--- config.mk ---
export PLATFORM = sky130hd
export DESIGN_NAME = dbl_rst_seq
export DESIGN_NICKNAME = d
export VERILOG_FILES = /design/src/rtl/dbl_rst_pkg.sv /design/src/rtl/drs_reset_sync.sv /design/src/rtl/drs_width_floor.sv /design/src/rtl/drs_down_counter.sv /design/src/rtl/drs_seq_fsm.sv /design/src/rtl/dbl_rst_seq.sv
export SDC_FILE = /design/constraint.sdc
export NUM_CORES = 1
export LEC_CHECK = 0
export ABC_AREA = 1
export BUFFER_PORTS_ARGS = -buffer_cell sky130_fd_sc_hd__buf_2
export CAP_MARGIN = 20
export CORE_ASPECT_RATIO = 1.5
export CORE_UTILIZATION = 42
export DETAILED_ROUTE_END_ITERATION = 12
export PLACE_DENSITY = 0.72
export SETUP_SLACK_MARGIN = 0.5
export SYNTH_ARGS = -nofsm -noshare
export SYNTH_HDL_FRONTEND = slang
export SYNTH_SLANG_ARGS = --single-unit
--- constraint.sdc ---
create_clock -name clk -period 1.1 [get_ports clk]
set_input_delay 0.11 -clock clk [delete_from_list [all_inputs] [get_ports clk]]
set_output_delay 0.11 -clock clk [all_outputs]
set_load 0.005 [all_outputs]
--- src/rtl/dbl_rst_pkg.sv ---
package dbl_rst_pkg;

  typedef enum logic [2:0] {
    ST_IDLE  = 3'd0,
    ST_PRE   = 3'd1,
    ST_HIGH1 = 3'd2,
    ST_GAP   = 3'd3,
    ST_HIGH2 = 3'd4,
    ST_TAIL  = 3'd5
  } seq_state_e;

endpackage

--- src/rtl/drs_reset_sync.sv ---
// Asynchronous assertion, synchronous release of the sequencer's own reset.
module drs_reset_sync #(
  parameter int STAGES = 2
) (
  input  logic clk,
  input  logic arst_n,
  output logic srst_n
);

  logic [STAGES-1:0] chain_q;

  always_ff @(posedge clk or negedge arst_n) begin
    if (!arst_n) begin
      chain_q <= '0;
    end else begin
      chain_q <= {chain_q[STAGES-2:0], 1'b1};
    end
  end

  assign srst_n = chain_q[STAGES-1];

endmodule

--- src/rtl/drs_width_floor.sv ---
// Raises a requested cycle count to a minimum.
module drs_width_floor #(
  parameter int CNT_W     = 16,
  parameter int MIN_WIDTH = 110
) (
  input  logic [CNT_W-1:0] req_i,
  output logic [CNT_W-1:0] eff_o
);

  localparam logic [CNT_W-1:0] MinVal = CNT_W'(MIN_WIDTH);

  always_comb begin
    if (req_i < MinVal) begin
      eff_o = MinVal;
    end else begin
      eff_o = req_i;
    end
  end

endmodule

--- src/rtl/drs_down_counter.sv ---
// Loadable down-counter that holds at zero.
module drs_down_counter #(
  parameter int CNT_W = 16
) (
  input  logic             clk,
  input  logic             rst_n,
  input  logic             load_i,
  input  logic [CNT_W-1:0] load_val_i,
  input  logic             en_i,
  output logic             zero_o
);

  logic [CNT_W-1:0] cnt_q;
  logic [CNT_W-1:0] cnt_d;

  always_comb begin
    cnt_d = cnt_q;
    if (load_i) begin
      cnt_d = load_val_i;
    end else if (en_i && (cnt_q != '0)) begin
      cnt_d = cnt_q - 1'b1;
    end
  end

  always_ff @(posedge clk or negedge rst_n) begin
    if (!rst_n) begin
      cnt_q <= '0;
    end else begin
      cnt_q <= cnt_d;
    end
  end

  assign zero_o = (cnt_q == '0);

  AST_CNT_LOAD_TAKEN: assert property (@(posedge clk) disable iff (!rst_n)
    load_i |=> (zero_o == ($past(load_val_i) == '0)));

endmodule

--- src/rtl/drs_seq_fsm.sv ---
// Phase sequencing for the double-pulse reset.
module drs_seq_fsm
  import dbl_rst_pkg::*;
#(
  parameter int CNT_W    = 16,
  parameter int PRE_CYC  = 10,
  parameter int TAIL_CYC = 5
) (
  input  logic             clk,
  input  logic             rst_n,
  input  logic             start_i,
  input  logic [CNT_W-1:0] width_eff_i,
  input  logic             cnt_zero_i,
  output logic             cnt_load_o,
  output logic [CNT_W-1:0] cnt_val_o,
  output logic             cnt_en_o,
  output logic             rst_o,
  output logic             busy_o,
  output logic             done_o
);

  localparam logic [CNT_W-1:0] PreLoad  = CNT_W'(PRE_CYC - 1);
  localparam logic [CNT_W-1:0] TailLoad = CNT_W'(TAIL_CYC - 1);

  seq_state_e       state_q, state_d;
  logic [CNT_W-1:0] width_q, width_d;
  logic             width_en;
  logic             rst_q, busy_q, done_q;
  logic             rst_d, busy_d, done_d;

  // Next-state and counter control
  always_comb begin
    state_d    = state_q;
    cnt_load_o = 1'b0;
    cnt_val_o  = '0;
    width_en   = 1'b0;
    width_d    = width_q;
    done_d     = 1'b0;
    unique case (state_q)
      ST_IDLE: begin
        if (start_i) begin
          state_d    = ST_PRE;
          cnt_load_o = 1'b1;
          cnt_val_o  = PreLoad;
          width_en   = 1'b1;
          width_d    = width_eff_i;
        end
      end
      ST_PRE: begin
        if (cnt_zero_i) begin
          state_d    = ST_HIGH1;
          cnt_load_o = 1'b1;
          cnt_val_o  = width_q - 1'b1;
        end
      end
      ST_HIGH1: begin
        if (cnt_zero_i) begin
          state_d    = ST_GAP;
          cnt_load_o = 1'b1;
          cnt_val_o  = width_q - 1'b1;
        end
      end
      ST_GAP: begin
        if (cnt_zero_i) begin
          state_d    = ST_HIGH2;
          cnt_load_o = 1'b1;
          cnt_val_o  = width_q - 1'b1;
        end
      end
      ST_HIGH2: begin
        if (cnt_zero_i) begin
          state_d    = ST_TAIL;
          cnt_load_o = 1'b1;
          cnt_val_o  = TailLoad;
        end
      end
      ST_TAIL: begin
        if (cnt_zero_i) begin
          state_d = ST_IDLE;
          done_d  = 1'b1;
        end
      end
      default: state_d = ST_IDLE;
    endcase
    rst_d  = (state_d == ST_HIGH1) || (state_d == ST_HIGH2);
    busy_d = (state_d != ST_IDLE);
  end

  assign cnt_en_o = (state_q != ST_IDLE);

  // State and output registers
  always_ff @(posedge clk or negedge rst_n) begin
    if (!rst_n) begin
      state_q <= ST_IDLE;
      rst_q   <= 1'b0;
      busy_q  <= 1'b0;
      done_q  <= 1'b0;
    end else begin
      state_q <= state_d;
      rst_q   <= rst_d;
      busy_q  <= busy_d;
      done_q  <= done_d;
    end
  end

  // Captured width, clock-enabled on accept only
  always_ff @(posedge clk or negedge rst_n) begin
    if (!rst_n) begin
      width_q <= '0;
    end else if (width_en) begin
      width_q <= width_d;
    end
  end

  assign rst_o  = rst_q;
  assign busy_o = busy_q;
  assign done_o = done_q;

  AST_PRE_LOW: assert property (@(posedge clk) disable iff (!rst_n)
    (state_q == ST_PRE) |-> !rst_o);
  AST_RST_IN_SEQ: assert property (@(posedge clk) disable iff (!rst_n)
    rst_o |-> busy_o);
  AST_DONE_SINGLE: assert property (@(posedge clk) disable iff (!rst_n)
    done_o |=> !done_o);
  AST_DONE_NOT_BUSY: assert property (@(posedge clk) disable iff (!rst_n)
    done_o |-> !busy_o);
  AST_START_IGNORED: assert property (@(posedge clk) disable iff (!rst_n)
    (start_i && (state_q != ST_IDLE) && (state_q != ST_PRE)) |=> (state_q != ST_PRE));
  AST_WIDTH_HELD: assert property (@(posedge clk) disable iff (!rst_n)
    (busy_o && $past(busy_o)) |-> $stable(width_q));

endmodule

--- src/rtl/dbl_rst_seq.sv ---
module dbl_rst_seq #(
  parameter int CNT_W      = 16,
  parameter int MIN_WIDTH  = 110,
  parameter int PRE_CYC    = 10,
  parameter int TAIL_CYC   = 5,
  parameter int SYNC_STAGE = 2
) (
  input  logic             clk,
  input  logic             rst_n,
  input  logic             start_i,
  input  logic [CNT_W-1:0] width_i,
  output logic             rst_o,
  output logic             busy_o,
  output logic             done_o
);

  logic             srst_n;
  logic [CNT_W-1:0] width_eff;
  logic             cnt_load, cnt_en, cnt_zero;
  logic [CNT_W-1:0] cnt_val;

  drs_reset_sync #(.STAGES(SYNC_STAGE)) u_rsync (
    .clk    (clk),
    .arst_n (rst_n),
    .srst_n (srst_n)
  );

  drs_width_floor #(.CNT_W(CNT_W), .MIN_WIDTH(MIN_WIDTH)) u_floor (
    .req_i (width_i),
    .eff_o (width_eff)
  );

  drs_down_counter #(.CNT_W(CNT_W)) u_cnt (
    .clk        (clk),
    .rst_n      (srst_n),
    .load_i     (cnt_load),
    .load_val_i (cnt_val),
    .en_i       (cnt_en),
    .zero_o     (cnt_zero)
  );

  drs_seq_fsm #(.CNT_W(CNT_W), .PRE_CYC(PRE_CYC), .TAIL_CYC(TAIL_CYC)) u_fsm (
    .clk         (clk),
    .rst_n       (srst_n),
    .start_i     (start_i),
    .width_eff_i (width_eff),
    .cnt_zero_i  (cnt_zero),
    .cnt_load_o  (cnt_load),
    .cnt_val_o   (cnt_val),
    .cnt_en_o    (cnt_en),
    .rst_o       (rst_o),
    .busy_o      (busy_o),
    .done_o      (done_o)
  );

endmodule

==> load_flow_metrics.sql <==
INSERT INTO impl_metrics (metric_group, metric, value, unit) VALUES
('run_status', 'outcome', 'finished with violations', ''),
('run_status', 'violations_in_the_final_reports', 'negative setup slack', ''),
('worst_setup_path', 'worstPathRequired', '1.35', 'ns'),
('detailed_routing', 'wl_per_cell', '14.36', 'um'),
('floorplanning', 'core_area', '6486', 'sq um'),
('floorplanning', 'initial_utilization', '0.4346', ''),
('synth', 'synth_top_flop_cell', 'sky130_fd_sc_hd__dfrtp_1', ''),
('synth', 'yosysWarnings', '0', ''),
('floorplanning', 'die_height', '102.3', 'um'),
('worst_setup_path', 'timing.critical_path.slowest_stage_cell', 'sky130_fd_sc_hd__dfrtp_1', ''),
('detailed_routing', 'tritonroute_pass_1_iters', '5', ''),
('sta', 'final_max_slew_viol_count', '0', ''),
('placement', 'placed_cell_area', '3545', 'sq um'),
('sta', 'grt_setup_unrepaired', 'true', ''),
('synth', 'synthesis.area_per_instance', '7.083', 'sq um'),
('sta', 'fmaxAchievable', '622.3', 'MHz'),
('sta', 'final-setup-viol-count', '38', ''),
('sta', 'fin_crit', '1.607', 'ns'),
('floorplanning', 'ios', '22', ''),
('worst_setup_path', 'worst_path_dominant_cell_family', 'simple AND/OR/NAND/NOR gates', ''),
('worst_setup_path', 'worstPathBufferInverterCount', '3', ''),
('floorplanning', 'row_count', '36', ''),
('global_route', 'grt_start_max_net_pins', '20', ''),
('sta', 'timing_hold_violations_final', '0', ''),
('global_route', 'global_route.usage.total', '0.2600', ''),
('detailed_routing', 'detail_route.wirelength', '8.486', 'mm'),
('worst_setup_path', 'worst-setup-path-type', 'reg2reg', ''),
('sta', 'postLayoutSetupSlackWorst', '-0.5068', 'ns'),
('clock_tree', 'cts-buffers-inserted', '5', ''),
('worst_setup_path', 'path_max_fanout', '5', ''),
('clock_tree', 'htree_levels', '2', ''),
('flow_run', 'max_cap_violations', '0', ''),
('floorplanning', 'die_width', '68.89', 'um'),
('synth', 'post_synth_num_cell_types', '34', ''),
('worst_setup_path', 'cp-end-kind', 'flop', ''),
('worst_setup_path', 'critical-path-top-cell-by-count', 'sky130_fd_sc_hd__nor2_4', ''),
('clock_tree', 'cts-root-buf', 'sky130_fd_sc_hd__clkbuf_8', ''),
('global_route', 'globalRoute.totalOverflow', '0', ''),
('synth', 'muxShareOfSynthArea', '0', ''),
('global_route', 'first_global_vias', '3032', ''),
('synth', 'synth_xor_area_frac', '0.02796', ''),
('power', 'power_density', '2425', 'nW/um^2'),
('detailed_routing', 'first_iter_violations', '110', ''),
('global_route', 'antenna_found_initial', '0', ''),
('synth', 'mappedNetlistNets', '420', ''),
('synth', 'synth_simple_gate_area_frac', '0.4483', ''),
('synth', 'share_of_synthesized_cell_area_in_full_adder_half_adder_and_majority_cells', '0.01332', ''),
('sta', 'period_share', '1.461', ''),
('detailed_routing', 'viasPerCell', '5.179', ''),
('floorplanning', 'die_area', '7050', 'sq um'),
('clock_tree', 'worstSkewPairLatency', '0.30', 'ns'),
('synth', 'synth_async_sr_flop_share', '1.000', ''),
('sta', 'setup_tns', '-13.89', 'ns'),
('clock_tree', 'cts-root-to-sink-buffers', '2', ''),
('synth', 'synth_edf_count', '0', ''),
('placement', 'post-dp-hpwl', '5.328', 'mm'),
('synth', 'yosysSeqAreaShare', '0.3551', ''),
('synth', 'syn_inst', '398', ''),
('worst_setup_path', 'timing.critical_path.from_type', 'flop', ''),
('placement', 'number_of_buffers_inserted_by_port_buffering', '21', ''),
('worst_setup_path', 'worst-endpoint-arrival', '1.86', 'ns'),
('placement', 'place.gp.congestion', '0.8981', ''),
('detailed_routing', 'via_count', '3061', ''),
('cells_and_area', 'drive_above_1_share', '0.4388', ''),
('clock_tree', 'clock_tree_from_tritoncts', 'done', ''),
('synth', 'synth_top_family_by_area', 'simple AND/OR/NAND/NOR gates', ''),
('worst_setup_path', 'crit_path_cell_trace', 'inv_2 -> ha_4 -> inv_2 -> nor2_4 -> nand2_2 -> nor2_4 -> nand2_4 -> nor2_4 -> buf_6 -> nand2_2 -> o21ai_2 -> nand2_1 -> nand2_1', ''),
('clock_tree', 'worst_setup_hold_path_clk_slew', '0.09', 'ns'),
('synth', 'synth_compound_gate_area_share', '0.07812', ''),
('detailed_routing', 'post_detailed_route_count_of_antenna_violating_nets', '0', ''),
('cells_and_area', 'layout.nets', '536', '');
## cell usage in the layout, fill, tap and decap left out, types with 7 or more instances in the layout
cell                      instances
sky130_fd_sc_hd__buf_6            7
sky130_fd_sc_hd__xor2_1           8
sky130_fd_sc_hd__dfrtp_1         37
sky130_fd_sc_hd__nand3_1         14
sky130_fd_sc_hd__nand2_4         16
sky130_fd_sc_hd__nor2_1          39
sky130_fd_sc_hd__nor2_2           9
sky130_fd_sc_hd__inv_1           31
sky130_fd_sc_hd__nor2_4          14
sky130_fd_sc_hd__o21ai_1         13
sky130_fd_sc_hd__nand2_2         20
sky130_fd_sc_hd__buf_4           76
sky130_fd_sc_hd__inv_2            7
sky130_fd_sc_hd__buf_2           21
sky130_fd_sc_hd__nand3_2         10
sky130_fd_sc_hd__o21ai_2          8
sky130_fd_sc_hd__nand2_1        120
## cell usage after synthesis (2+ instances only)
| library cell | number | area share |
|---|---|---|
| sky130_fd_sc_hd__dfrtp_1 | 40 | 0.36 |
| sky130_fd_sc_hd__inv_1 | 36 | 0.048 |
| sky130_fd_sc_hd__o21ai_0 | 18 | 0.032 |
| sky130_fd_sc_hd__o22ai_1 | 2 | 0.0044 |
| sky130_fd_sc_hd__buf_6 | 2 | 0.0080 |
| sky130_fd_sc_hd__nand4_1 | 5 | 0.011 |
| sky130_fd_sc_hd__a21oi_2 | 4 | 0.012 |
| sky130_fd_sc_hd__nand3b_1 | 6 | 0.016 |
| sky130_fd_sc_hd__xor2_1 | 8 | 0.025 |
| sky130_fd_sc_hd__nor2_4 | 6 | 0.024 |
| sky130_fd_sc_hd__nor2_1 | 50 | 0.067 |
| sky130_fd_sc_hd__nand3_4 | 2 | 0.012 |
| sky130_fd_sc_hd__nand2_1 | 144 | 0.19 |
| sky130_fd_sc_hd__inv_2 | 4 | 0.0053 |
| sky130_fd_sc_hd__nand2_4 | 6 | 0.024 |
| sky130_fd_sc_hd__nor3_1 | 3 | 0.0053 |
| sky130_fd_sc_hd__clkbuf_1 | 2 | 0.0027 |
| sky130_fd_sc_hd__o21ai_1 | 6 | 0.011 |
| sky130_fd_sc_hd__a22oi_1 | 2 | 0.0053 |
| sky130_fd_sc_hd__nand2_2 | 6 | 0.013 |
| sky130_fd_sc_hd__nor2_2 | 5 | 0.011 |
| sky130_fd_sc_hd__nor2_8 | 3 | 0.021 |
| sky130_fd_sc_hd__ha_1 | 3 | 0.013 |
| sky130_fd_sc_hd__nand3_2 | 5 | 0.018 |
| sky130_fd_sc_hd__a21oi_1 | 3 | 0.0053 |
| sky130_fd_sc_hd__nand3_1 | 19 | 0.034 |
## metrics by stage
stage	util	total power, mW	worst slack (ns)	std cells	hold slack (ns)
after global routing	0.6481	10.97	-0.6584	591	0.04221
after global placement	0.5465	8.010	-0.5125	560	-0.1056
after floorplan	-	5.937	-0.4138	398	-0.1856
after detailed placement	0.5465	8.165	-0.5800	560	-0.1043
final	0.6481	10.19	-0.5068	591	0.03884
after CTS	0.6177	9.654	-0.5207	586	0.04162
## cell type report
| type | instances | area, sq um |
|---|---|---|
| Clock buffer | 7 | 76.32 |
| Clock inverter | 1 | 5.005 |
| Fill cell | 506 | 2282 |
| Inverter | 41 | 173.9 |
| Multi-Input combinational cell | 314 | 1928 |
| Sequential cell | 40 | 1007 |
| Tap cell | 76 | 95.09 |
| Timing Repair Buffer | 111 | 907.1 |
| Timing Repair inverter | 1 | 11.26 |
## layer usage
layer	wire, um	global-route usage	share of wire
met1	2967	0.2727	0.35
met2	4733	0.4795	0.56
met3	329	0.04018	0.039
met4	456	0.1319	0.054
met5	0	0	0
## power by group
group          switching, mW  internal [mW]
combinational           3.52           3.01
sequential             0.621           2.05
clock                  0.540          0.446
## flip-flops by register name, indices dropped and copies added, names as in the netlist
register / flops
u_fsm.rst_o: 1
u_rsync.chain_q: 2
u_cnt.cnt_q: 16
u_fsm.done_o: 1
u_fsm.width_q: 16
u_fsm.state_q: 3
u_fsm.busy_o: 1
## what timing repair did
| action | 4_1_cts | 5_1_grt |
|---|---|---|
| endpoints found under the hold margin | 2 | 0 |
| cloned | 6 | 0 |
| pin swaps | 12 | 24 |
| endpoints found under the setup margin | 79 | 48 |
| buffers inserted | 11 | 5 |
| hold buffers | 1 | 0 |
| gates resized for setup | 47 | 42 |
## path summary, 6_finish.rpt
kind,end,cells past startpoint,slack [ns],from
hold / removal,u_fsm.width_q[1],3,0.04,width_i[1]
max in group asynchronous,u_fsm.width_q[8],1,0.65,u_rsync.chain_q[1]
min in group asynchronous,u_rsync.chain_q[1],2,0.11,rst_n
setup / recovery,u_cnt.cnt_q[4],13,-0.51,u_cnt.cnt_q[0]
setup reg to reg,u_cnt.cnt_q[4],13,-0.51,u_cnt.cnt_q[0]
hold reg to reg,u_fsm.state_q[0],1,0.27,u_rsync.chain_q[1]
## worst reg2reg max path: stages (launching register included)
cell and delay (ns):
sky130_fd_sc_hd__dfrtp_1 0.41, sky130_fd_sc_hd__inv_2 0.09, sky130_fd_sc_hd__ha_4 0.14, sky130_fd_sc_hd__inv_2 0.04, sky130_fd_sc_hd__nor2_4 0.08, sky130_fd_sc_hd__nand2_2 0.07, sky130_fd_sc_hd__nor2_4 0.11, sky130_fd_sc_hd__nand2_4 0.11
sky130_fd_sc_hd__nor2_4 0.12, sky130_fd_sc_hd__buf_6 0.14, sky130_fd_sc_hd__nand2_2 0.06, sky130_fd_sc_hd__o21ai_2 0.05, sky130_fd_sc_hd__nand2_1 0.07, sky130_fd_sc_hd__nand2_1 0.06
## cells by family (layout without fill, tap and decap cells)
logic type,after synthesis,after routing
adders and majority gates,3,3
DFF,40,40
buffers and inverters,47,161
AOI/OAI and AO/OA,38,38
xor gates and xnor gates,9,9
other,1,1
and+or+nand+nor,260,263
(Power assumes the default switching activity.)
